<file path="config.mk">
export PLATFORM = sky130hd
export DESIGN_NAME = idc_distributor
export DESIGN_NICKNAME = d
export VERILOG_FILES = /design/src/rtl/idc_pkg.sv /design/src/rtl/idc_cfg_regs.sv /design/src/rtl/idc_state_cell.sv /design/src/rtl/idc_arbiter.sv /design/src/rtl/idc_distributor.sv
export SDC_FILE = /design/constraint.sdc
export NUM_CORES = 2
export LEC_CHECK = 0
export CAP_MARGIN = 10
export CELL_PAD_IN_SITES_DETAIL_PLACEMENT = 0
export CELL_PAD_IN_SITES_GLOBAL_PLACEMENT = 1
export CORE_MARGIN = 5
export CORE_UTILIZATION = 30
export DETAILED_ROUTE_END_ITERATION = 12
export HOLD_SLACK_MARGIN = 0.06
export PLACE_DENSITY = 0.59
export SLEW_MARGIN = 20
export SYNTH_ARGS = -nofsm -noshare
export SYNTH_HDL_FRONTEND = slang
export SYNTH_SLANG_ARGS = --single-unit
</file>
<file path="constraint.sdc">
create_clock -name clk -period 79.2 [get_ports clk]
set_input_delay 15.84 -clock clk [delete_from_list [all_inputs] [get_ports clk]]
set_output_delay 15.84 -clock clk [all_outputs]
set_load 0.02 [all_outputs]
</file>
<file path="src/rtl/idc_pkg.sv">
package idc_pkg;
   localparam int ID_W      = 10;
   localparam int PRIO_W    = 4;
   localparam int SGI_NUM   = 16;
   localparam int ID_TIMER  = 29;
   localparam int ID_WDOG   = 30;
   localparam int HW_BASE   = 32;
   localparam int HW_MAX    = 224;
   localparam int NO_IRQ    = 1023;

   localparam logic [1:0] ST_INACT = 2'd0;
   localparam logic [1:0] ST_PEND  = 2'd1;
   localparam logic [1:0] ST_ACT   = 2'd2;

   localparam logic [2:0] RA_ENABLE = 3'd0;
   localparam logic [2:0] RA_PRIO   = 3'd1;
   localparam logic [2:0] RA_TARGET = 3'd2;
   localparam logic [2:0] RA_SOFT   = 3'd3;
   localparam logic [2:0] RA_MASK   = 3'd4;

   localparam logic [1:0] SM_LIST   = 2'd0;
   localparam logic [1:0] SM_OTHERS = 2'd1;
   localparam logic [1:0] SM_SELF   = 2'd2;

   function automatic bit id_used(input int id, input int nhw);
      return (id < SGI_NUM) || (id == ID_TIMER) || (id == ID_WDOG) ||
             ((id >= HW_BASE) && (id < HW_BASE + nhw));
   endfunction

   function automatic bit id_banked(input int id);
      return id < HW_BASE;
   endfunction
endpackage

</file>
<file path="src/rtl/idc_cfg_regs.sv">
module idc_cfg_regs #(
   parameter int NCPU   = 4,
   parameter int NUM_HW = 8,
   parameter int CPU_W  = 2,
   localparam int NID   = idc_pkg::HW_BASE + NUM_HW,
   localparam int IDW   = idc_pkg::ID_W,
   localparam int PW    = idc_pkg::PRIO_W
) (
   input  logic                                   clk,
   input  logic                                   rst_n,
   input  logic                                   wr,
   input  logic [CPU_W-1:0]                       wr_cpu,
   input  logic [2:0]                             wr_addr,
   input  logic [31:0]                            wr_data,
   output logic [NCPU-1:0][NID-1:0]               en_o,
   output logic [NCPU-1:0][NID-1:0][PW-1:0]       prio_o,
   output logic [NUM_HW-1:0][NCPU-1:0]            tgt_o,
   output logic [NCPU-1:0][PW-1:0]                mask_o,
   output logic [NCPU-1:0][idc_pkg::SGI_NUM-1:0]  sgi_set_o
);
   import idc_pkg::*;

   logic [IDW-1:0]  wid;
   logic [3:0]      field4;
   logic [1:0]      smode;
   logic [NCPU-1:0] self_m;
   logic [NCPU-1:0] dest_m;
   logic            unused_bits;

   assign wid         = wr_data[IDW-1:0];
   assign field4      = wr_data[19:16];
   assign smode       = wr_data[25:24];
   assign unused_bits = ^{wr_data[15:10], wr_data[23:20], wr_data[30:26]};

   // per-ID enable and priority, banked per CPU below the hardware range
   for (genvar c = 0; c < NCPU; c++) begin : g_cpu
      for (genvar i = 0; i < NID; i++) begin : g_id
         if (id_used(i, NUM_HW)) begin : g_live
            logic sel;
            if (id_banked(i)) begin : g_bank
               assign sel = (wid == IDW'(i)) && (wr_cpu == CPU_W'(c));
            end else begin : g_shared
               assign sel = (wid == IDW'(i));
            end
            always_ff @(posedge clk) begin
               if (!rst_n) begin
                  en_o[c][i]   <= 1'b0;
                  prio_o[c][i] <= '0;
               end else if (wr && sel) begin
                  if (wr_addr == RA_ENABLE) en_o[c][i]   <= wr_data[31];
                  if (wr_addr == RA_PRIO)   prio_o[c][i] <= field4[PW-1:0];
               end
            end
         end else begin : g_dead
            assign en_o[c][i]   = 1'b0;
            assign prio_o[c][i] = '0;
         end
      end

      always_ff @(posedge clk) begin
         if (!rst_n)
            mask_o[c] <= '0;
         else if (wr && wr_addr == RA_MASK && wr_cpu == CPU_W'(c))
            mask_o[c] <= wr_data[PW-1:0];
      end
   end

   for (genvar h = 0; h < NUM_HW; h++) begin : g_tgt
      always_ff @(posedge clk) begin
         if (!rst_n)
            tgt_o[h] <= '0;
         else if (wr && wr_addr == RA_TARGET && wid == IDW'(HW_BASE + h))
            tgt_o[h] <= field4[NCPU-1:0];
      end
   end

   // software interrupt destination decode
   always_comb begin
      for (int k = 0; k < NCPU; k++) self_m[k] = (wr_cpu == CPU_W'(k));
      case (smode)
         SM_LIST:   dest_m = field4[NCPU-1:0];
         SM_OTHERS: dest_m = ~self_m;
         SM_SELF:   dest_m = self_m;
         default:   dest_m = '0;
      endcase
   end

   for (genvar c = 0; c < NCPU; c++) begin : g_sgi_c
      for (genvar s = 0; s < SGI_NUM; s++) begin : g_sgi_s
         assign sgi_set_o[c][s] = wr && (wr_addr == RA_SOFT) && dest_m[c] &&
                                  (wr_data[3:0] == 4'(s));
      end
   end
endmodule

</file>
<file path="src/rtl/idc_state_cell.sv">
module idc_state_cell #(
   parameter bit LEVEL = 1'b1
) (
   input  logic       clk,
   input  logic       rst_n,
   input  logic       raise,
   input  logic       take,
   input  logic       done,
   output logic [1:0] st
);
   import idc_pkg::*;

   logic [1:0] st_n;

   always_comb begin
      st_n = st;
      case (st)
         ST_INACT: if (raise) st_n = ST_PEND;
         ST_PEND: begin
            if (take)                 st_n = ST_ACT;
            else if (LEVEL && !raise) st_n = ST_INACT;
         end
         ST_ACT:   if (done) st_n = ST_INACT;
         default:  st_n = ST_INACT;
      endcase
   end

   always_ff @(posedge clk) begin
      if (!rst_n) st <= ST_INACT;
      else        st <= st_n;
   end
endmodule

</file>
<file path="src/rtl/idc_arbiter.sv">
module idc_arbiter #(
   parameter int NID = 40,
   localparam int IDW = idc_pkg::ID_W,
   localparam int PW  = idc_pkg::PRIO_W
) (
   input  logic [NID-1:0][1:0]    st,
   input  logic [NID-1:0]         en,
   input  logic [NID-1:0][PW-1:0] prio,
   input  logic [PW-1:0]          pmask,
   output logic                   hit,
   output logic [IDW-1:0]         win_id
);
   import idc_pkg::*;

   logic [PW:0] run;
   logic [PW:0] best;

   always_comb begin
      // running priority: most urgent active interrupt, none = 2**PW
      run = {1'b1, {PW{1'b0}}};
      for (int i = 0; i < NID; i++)
         if (st[i] == ST_ACT && {1'b0, prio[i]} < run) run = {1'b0, prio[i]};

      best   = {1'b1, {PW{1'b0}}};
      hit    = 1'b0;
      win_id = '0;
      // ascending scan with strict compare keeps the lowest ID on ties
      for (int i = 0; i < NID; i++) begin
         if (st[i] == ST_PEND && en[i] &&
             {1'b0, prio[i]} < {1'b0, pmask} &&
             {1'b0, prio[i]} < run &&
             {1'b0, prio[i]} < best) begin
            best   = {1'b0, prio[i]};
            hit    = 1'b1;
            win_id = IDW'(i);
         end
      end
   end
endmodule

</file>
<file path="src/rtl/idc_distributor.sv">
module idc_distributor #(
   parameter int NCPU   = 4,
   parameter int NUM_HW = 8,
   localparam int CPU_W = (NCPU > 1) ? $clog2(NCPU) : 1,
   localparam int IDW   = idc_pkg::ID_W
) (
   input  logic                  clk,
   input  logic                  rst_n,
   input  logic                  reg_wr,
   input  logic [CPU_W-1:0]      reg_cpu,
   input  logic [2:0]            reg_addr,
   input  logic [31:0]           reg_wdata,
   input  logic [NUM_HW-1:0]     hw_irq,
   input  logic [NCPU-1:0]       timer_irq,
   input  logic [NCPU-1:0]       wdog_irq,
   input  logic [NCPU-1:0]       ack_req,
   input  logic [NCPU-1:0]       eoi_req,
   input  logic [NCPU*IDW-1:0]   eoi_id,
   output logic [NCPU-1:0]       irq,
   output logic [NCPU*IDW-1:0]   ack_id
);
   import idc_pkg::*;

   localparam int NID = HW_BASE + NUM_HW;
   localparam int PW  = PRIO_W;

   if (NCPU < 1 || NCPU > 4) begin : g_bad_ncpu
      $error("idc_distributor: NCPU must be 1..4");
   end
   if (NUM_HW < 1 || NUM_HW > HW_MAX) begin : g_bad_hw
      $error("idc_distributor: NUM_HW must be 1..224");
   end

   logic [NCPU-1:0][NID-1:0]          en;
   logic [NCPU-1:0][NID-1:0][PW-1:0]  prio;
   logic [NUM_HW-1:0][NCPU-1:0]       tgt;
   logic [NCPU-1:0][PW-1:0]           pmask;
   logic [NCPU-1:0][SGI_NUM-1:0]      sgi_set;
   logic [NCPU-1:0][NID-1:0][1:0]     st_q;
   logic [NCPU-1:0][NID-1:0]          take;
   logic [NCPU-1:0][NID-1:0]          done;
   logic [NCPU-1:0]                   hit;
   logic [NCPU-1:0][IDW-1:0]          win_id;
   logic [NCPU-1:0][IDW-1:0]          ack_q;

   idc_cfg_regs #(.NCPU(NCPU), .NUM_HW(NUM_HW), .CPU_W(CPU_W)) u_cfg (
      .clk      (clk),
      .rst_n    (rst_n),
      .wr       (reg_wr),
      .wr_cpu   (reg_cpu),
      .wr_addr  (reg_addr),
      .wr_data  (reg_wdata),
      .en_o     (en),
      .prio_o   (prio),
      .tgt_o    (tgt),
      .mask_o   (pmask),
      .sgi_set_o(sgi_set)
   );

   for (genvar c = 0; c < NCPU; c++) begin : g_cpu
      for (genvar i = 0; i < NID; i++) begin : g_id
         assign take[c][i] = ack_req[c] && hit[c] && (win_id[c] == IDW'(i));
         assign done[c][i] = eoi_req[c] && (eoi_id[c*IDW +: IDW] == IDW'(i));

         if (id_used(i, NUM_HW)) begin : g_live
            logic raise;
            if (i < SGI_NUM) begin : g_soft
               assign raise = sgi_set[c][i];
            end else if (i == ID_TIMER) begin : g_tmr
               assign raise = timer_irq[c];
            end else if (i == ID_WDOG) begin : g_wdg
               assign raise = wdog_irq[c];
            end else begin : g_hw
               assign raise = hw_irq[i-HW_BASE] && tgt[i-HW_BASE][c];
            end

            idc_state_cell #(.LEVEL(i >= SGI_NUM)) u_cell (
               .clk  (clk),
               .rst_n(rst_n),
               .raise(raise),
               .take (take[c][i]),
               .done (done[c][i]),
               .st   (st_q[c][i])
            );
         end else begin : g_none
            assign st_q[c][i] = ST_INACT;
         end
      end

      idc_arbiter #(.NID(NID)) u_arb (
         .st    (st_q[c]),
         .en    (en[c]),
         .prio  (prio[c]),
         .pmask (pmask[c]),
         .hit   (hit[c]),
         .win_id(win_id[c])
      );

      always_ff @(posedge clk) begin
         if (!rst_n)
            ack_q[c] <= IDW'(NO_IRQ);
         else if (ack_req[c])
            ack_q[c] <= hit[c] ? win_id[c] : IDW'(NO_IRQ);
      end

      assign irq[c]                 = hit[c];
      assign ack_id[c*IDW +: IDW]   = ack_q[c];
   end
endmodule

</file>
### Yosys cells after proc, flatten, opt, wreduce, memory -nomap -nowiden

Index checks and enable logic that the tools add are counted.

* register bits after elaboration: 696
* input bits: 104
* output and inout port bits: 44
* logic and storage cells: 3699

* order comparisons: 408
* eq/ne operators: 769
* muxes and demuxes: 869
* bitwise operators: 1
* reductions and logical operators: 1372

Operators with widths (number)
* $lt A4 B5 Y1: 304
* $mux W5: 212
* $logic_and A1 B1 Y1: 991
* $eq A10 B4 Y1 const B: 72
* $eq A10 B6 Y1 const B: 72
* $mux W2: 360
* $pmux W2 S3: 104
* $lt A4 B4 Y1: 104
* $ne A2 B1 Y1 const B: 200
* $eq A10 B3 Y1 const B: 36
* $reduce_and A2 Y1: 160
* $reduce_and A3 Y1: 104
* $eq A2 B2 Y1 const B: 107
* $eq A2 B1 Y1 const B: 106
* $logic_not A2 Y1: 106
* $mux W6: 32
* $eq A10 B2 Y1 const B: 18
* $eq A10 B5 Y1 const B: 18
* $ne A2 B2 Y1 const B: 72
* $mux W4: 32
* $mux W1: 108
* $ne A3 B3 Y1 const B: 32
* $eq A10 B1 Y1 const B: 9
* $logic_not A10 Y1: 9
* 14 further kinds: 51

### Longest topological paths before layout

* word-level depth: 159
* depth in mapped cells: 404
* mapped depth without buffers: 391

### Modules after synthesis

A second synthesis with hierarchy kept.

* cell total of the unflattened synthesis: 17202
* area total of the unflattened synthesis: 126810.4 µm²

By module, submodules not included
* idc_arbiter at g_cpu[0].u_arb ...: times used 3, cells each 3382, area an instance 23110.9 µm², sequential area each 0.0 µm²
* idc_arbiter at g_cpu[3].u_arb: times used 1, cells each 3425, area an instance 23361.2 µm², sequential area each 0.0 µm²
* idc_cfg_regs: times used 1, cells each 2252, area an instance 20836.2 µm², sequential area each 8968.6 µm²
* idc_state_cell at g_cpu[0].g_id[0].g_live.u_cell ...: times used 64, cells each 8, area an instance 90.1 µm², sequential area each 40.0 µm²
* idc_distributor: times used 1, cells each 587, area an instance 4311.6 µm², sequential area each 800.8 µm²
* idc_state_cell at g_cpu[0].g_id[29].g_live.u_cell ...: times used 40, cells each 7, area an instance 80.1 µm², sequential area each 40.0 µm²

### Worst setup path before layout

Ideal clock, no wire load.

* path type: register to output
* from: reg g_cpu[1].g_id[0].g_live.u_cell.st[1]
* to: out irq[1]
* arrival time: 65096 ps
* data required time: 63360 ps
* setup slack: -1736 ps
* stages on the path, launching flop included: 357
* cells stage by stage: dfxtp_1 > nor2b_1 > buf_6 > nand2_1 > ha_1 > a21o_1 > a31o_1 > a31oi_2 > a22o_1 > inv_1 > ha_1 > and2_1 > o21ai_0 > a21oi_1 > nor2_1 > nand2_1 > o21ai_0 > ha_1 > [321 not listed] > a21o_1 > and2_1 > o41ai_1 > nand2_1 > nor2_1 > a21boi_1 > or2_2 > clkbuf_1 > nand2_1 > o21a_1 > ha_1 > a21o_1 > o21ai_0 > a211o_1 > nand2b_1 > nor2b_1 > nand2b_1 > buf_4

* word-level cells in the longest chain between the ends: 155

RTL lines
* start, declared: line idc_state_cell.sv:9 `output logic [1:0] st`
* start signal, assigned: line idc_state_cell.sv:30 `else st <= st_n;`
* $eq A2 B2 Y1: line idc_arbiter.sv:22 `if (st[i] == ST_ACT && {1'b0, prio[i]} < run) run = {1'b0, prio[i]};`
* $mux W5: line idc_arbiter.sv:22
* $lt A4 B5 Y1: line idc_arbiter.sv:22
* $logic_and A1 B1 Y1: line idc_arbiter.sv:22
* $mux W5: line idc_arbiter.sv:22
* $lt A4 B5 Y1: line idc_arbiter.sv:22
* $logic_and A1 B1 Y1: line idc_arbiter.sv:22
* $mux W5: line idc_arbiter.sv:22
* [139 not listed]
* $logic_and A1 B1 Y1: line idc_arbiter.sv:31 `{1'b0, prio[i]} < run &&`
* $mux W5: line idc_arbiter.sv:29 `if (st[i] == ST_PEND && en[i] &&`
* $lt A4 B5 Y1: line idc_arbiter.sv:32 `{1'b0, prio[i]} < best) begin`
* $logic_and A1 B1 Y1: line idc_arbiter.sv:31
* $mux W5: line idc_arbiter.sv:29
* $lt A4 B5 Y1: line idc_arbiter.sv:32
* $logic_and A1 B1 Y1: line idc_arbiter.sv:31
* $mux W1 (*): line idc_arbiter.sv:29
* end, declared: line idc_distributor.sv:19 `output logic [NCPU-1:0] irq,`

Every way passes the cells marked *; elsewhere a longest branch is shown, timed or not.

### Final worst setup path

Same ends and word-level chain as after synthesis.

==> flow_summary_export.csv <==
group,metric,value,unit
logic_synthesis,syn_nets,12500,
clock_network,postCtsHoldBufs,0,
drt,drt_wl_total,431000,um
drt,routedWlPerCell,26.6,um
logic_synthesis,ys.warnings.count,0,
sta,setup_tns,0,ns
sta,period_share,97.0,%
power,p_leak,0.0374,uW
worst_setup_path,cpPeakStageDelay,0.61,ns
sta,setup_ws,2.38,ns
worst_setup_path,ff2ff_setup_slack,4.39,ns
worst_setup_path,start_kind,"flop",
clock_network,clk_pin_slew_worst_paths,0.06,ns
place,place_ws,-3.81,ns
grt,grt-ovfl-total,0,
worst_setup_path,crit_arrival,60.98,ns
grt,grt_start_max_net_pins,191,
cells_and_area,fillers,29700,
drt,ant_nets,0,
sta,setup-violations-final,0,
drt,drc,0,
cells_and_area,fin_cells,16200,
drt,firstDrtPassIters,7,
logic_synthesis,synth_top_area_share,16.2,%
worst_setup_path,reg2reg_to,"g_cpu[2].g_id[37].g_live.u_cell.st[0]",
place,portBuffers,132,
cells_and_area,nNetsFinal,13200,
grt,grt_use_total,27.5,%
place,hpwl,319000,um
logic_synthesis,synth_edf_count,0,
place,placedCellCount,15800,
sta,finClkSkew,0.0356,ns
power,cellPowerDensity,8.30,mW/mm^2
die,die-area,0.293,sq mm
logic_synthesis,synth_ff_type,"dfxtp_1",
worst_setup_path,r2r-start,"g_cpu[2].g_id[0].g_live.u_cell.st[1]",
cells_and_area,area_growth,20.9,%
grt,grt_pass1_vias,91500,
logic_synthesis,synth.most_common_cell,"nand2_1",
logic_synthesis,synthArstFlopShare,0,%
logic_synthesis,synth_area,0.0846,sq mm
logic_synthesis,synth.area.top_cells,"dfxtp_1, ha_1, a21oi_1, nand2_1, nor2_1",
drt,vias_per_cell,6.08,
grt,antenna_found_initial,70,
drt,vias,98600,
power,irDropWorstVdd,0.0000146,V
worst_setup_path,required,63.36,ns
cells_and_area,drive_gt1_share,19.4,%
run_status,outcome,"complete, no violations",
sta,hold_viol,0,
grt,grt_pass1_wl,615000,um
sta,max_slew_margin,15.6,%
die,fp.dieW,541,um
sta,fmax,13.0,MHz
min_path,hp-class,"flop to flop",
worst_setup_path,slowest_stage,"o21ai_0",
worst_setup_path,end_kind,"output pin",
worst_setup_path,critPathKind,"flop to output pin",
drt,first_iter_violations,8626,
cells_and_area,multi_input_area,0.0693,sq mm
clock_network,clock_path_buffers,3,
logic_synthesis,synthCells,11600,
die,core_area,0.282,sq mm
clock_network,cts_htree_levels,3,
clock_network,cts_root_buffer,"clkbuf_16",
logic_synthesis,yosys-top-cells-count,"nand2_1, a21oi_1, nor2_1, ha_1",
logic_synthesis,synth_cell_types,184,
sta,drv_slew,0,
worst_setup_path,path_max_fanout,4,
logic_synthesis,ys_ff_latch,684,
die,die_h,541,um
logic_synthesis,seq_area_frac_synth,16.2,%
clock_network,insertion_delay,0.76,ns
clock_network,numCtsBuffers,89,
flow_run,cap_violations,0,
place,gp_congestion,0.974,
worst_setup_path,cp-startpoint,"g_cpu[1].g_id[0].g_live.u_cell.st[1]",
sta,worst_slew_pin_slew,1.27,ns
die,start_util,30.1,%
die,ios,148,
clock_network,cts_tree,"yes",
cells_and_area,regArea,0.0137,sq mm
clock_network,cts_sinks,684,
die,row_count,195,
worst_setup_path,rr_worst_depth,360,
logic_synthesis,synth_area_per_cell,7.27,sq um
sta,finalCriticalPeriod,76.82,ns
worst_setup_path,crit_end,"irq[1]",
logic_synthesis,yosysTopAreaCell,"dfxtp_1",
min_path,hold_depth,1,
## critical path: cells and delay by family (launching register included)
kind | cells | cell delay [ns]
fa+ha+maj | 44 | 10.88
flops | 1 | 0.33
simple gates | 88 | 12.25
compound gates | 154 | 25.04
mux | 20 | 5.62
buf+inv | 56 | 6.15
## final cells by class
class,instances,area share (%)
Inverter,508,1.88
Clock buffer,118,2.46
Multi-Input combinational cell,9875,67.8
Sequential cell,684,13.4
Timing Repair Buffer,1184,9.08
Antenna cell,63,0.154
Tap cell,3743,4.58
Clock inverter,45,0.674
## per-stage QoR
step	hold WS (ns)	power (uW)	cell area, sq um	util (%)
global placement	0.420	392	94400	33.5
detailed placement	0.429	392	94400	33.5
global route	0.457	869	102000	36.3
floorplan	0.411	368	84700	-
finish	0.429	849	102000	36.3
CTS	0.437	856	98700	35.1
## routing by layer
layer / vias to the layer above / share of wire, % / global-route usage [%]
met5: - / 0.019 / 0
met4: 14 / 4.5 / 12.5
met3: 764 / 8.0 / 5.11
met2: 4003 / 43 / 42.4
met1: 48300 / 44 / 37.1
li1: 45500 / - / -
## timing repair
item / in CTS / in global routing
resized for setup: 163 / 553
setup endpoints to repair: 115 / 176
pin swaps: 62 / 201
gates cloned: 0 / 1
buffers inserted: 70 / 110
## placed cells by master (no fill, tap or decap), types with 76 or more instances in the layout
master           instances
a211oi_1               118
a21boi_0               110
a21o_1                 246
a21oi_1               1029
a21oi_2                 80
a31oi_1                173
and2_1                 107
and3_1                  88
buf_4                 1042
clkbuf_16               92
clkdlybuf4s50_1        126
dfxtp_1                676
ha_1                   693
inv_1                  477
maj3_1                  76
mux2_2                  94
mux2i_1                133
nand2_1               1268
nand2b_1               254
nand3_1                579
nand4_1                 84
nor2_1                 874
nor2b_1                113
nor3_1                 194
nor4bb_1                80
o211ai_1               158
o21a_1                 220
o21ai_0                621
o21ai_1                104
o22ai_1                131
o31ai_1                 93
## power breakdown
part | internal (uW) | switching [uW]
sequential | 344 | 0.250
combinational | 9.10 | 31.9
clock | 273 | 190
## logic make-up after synthesis
logic type	synth area share, %
AO/OA/AOI/OAI	36.4
XOR/XNOR	0.248
AND/OR/NAND/NOR	25.7
buffers and inverters	6.11
multiplexers	3.55
flip-flops	16.2
adder cells (fa/ha/maj)	11.9
## sequential cells by signal, indices dropped and copies added (netlist names)
name / flops
u_cfg.prio_o: 320
u_cfg.en_o: 80
u_cfg.tgt_o: 32
g_cpu.g_id.g_live.u_cell.st: 208
ack_id: 28
u_cfg.mask_o: 16
## worst min path at each step
| stage | from | endpoint | slack (ns) |
|---|---|---|---|
| floorplan | g_cpu[3].g_id[15].g_live.u_cell.st[1] | g_cpu[3].g_id[15].g_live.u_cell.st[0] | 0.41 |
| global placement | g_cpu[3].g_id[15].g_live.u_cell.st[1] | g_cpu[3].g_id[15].g_live.u_cell.st[0] | 0.42 |
| detailed placement | g_cpu[3].g_id[15].g_live.u_cell.st[1] | g_cpu[3].g_id[15].g_live.u_cell.st[0] | 0.43 |
| CTS | g_cpu[3].g_id[15].g_live.u_cell.st[1] | g_cpu[3].g_id[15].g_live.u_cell.st[0] | 0.44 |
| global route | u_cfg.tgt_o[8] | g_cpu[0].g_id[34].g_live.u_cell.st[0] | 0.46 |
| finish | g_cpu[0].g_id[14].g_live.u_cell.st[1] | g_cpu[0].g_id[14].g_live.u_cell.st[0] | 0.43 |
Power figures use the tool's default switching activity.
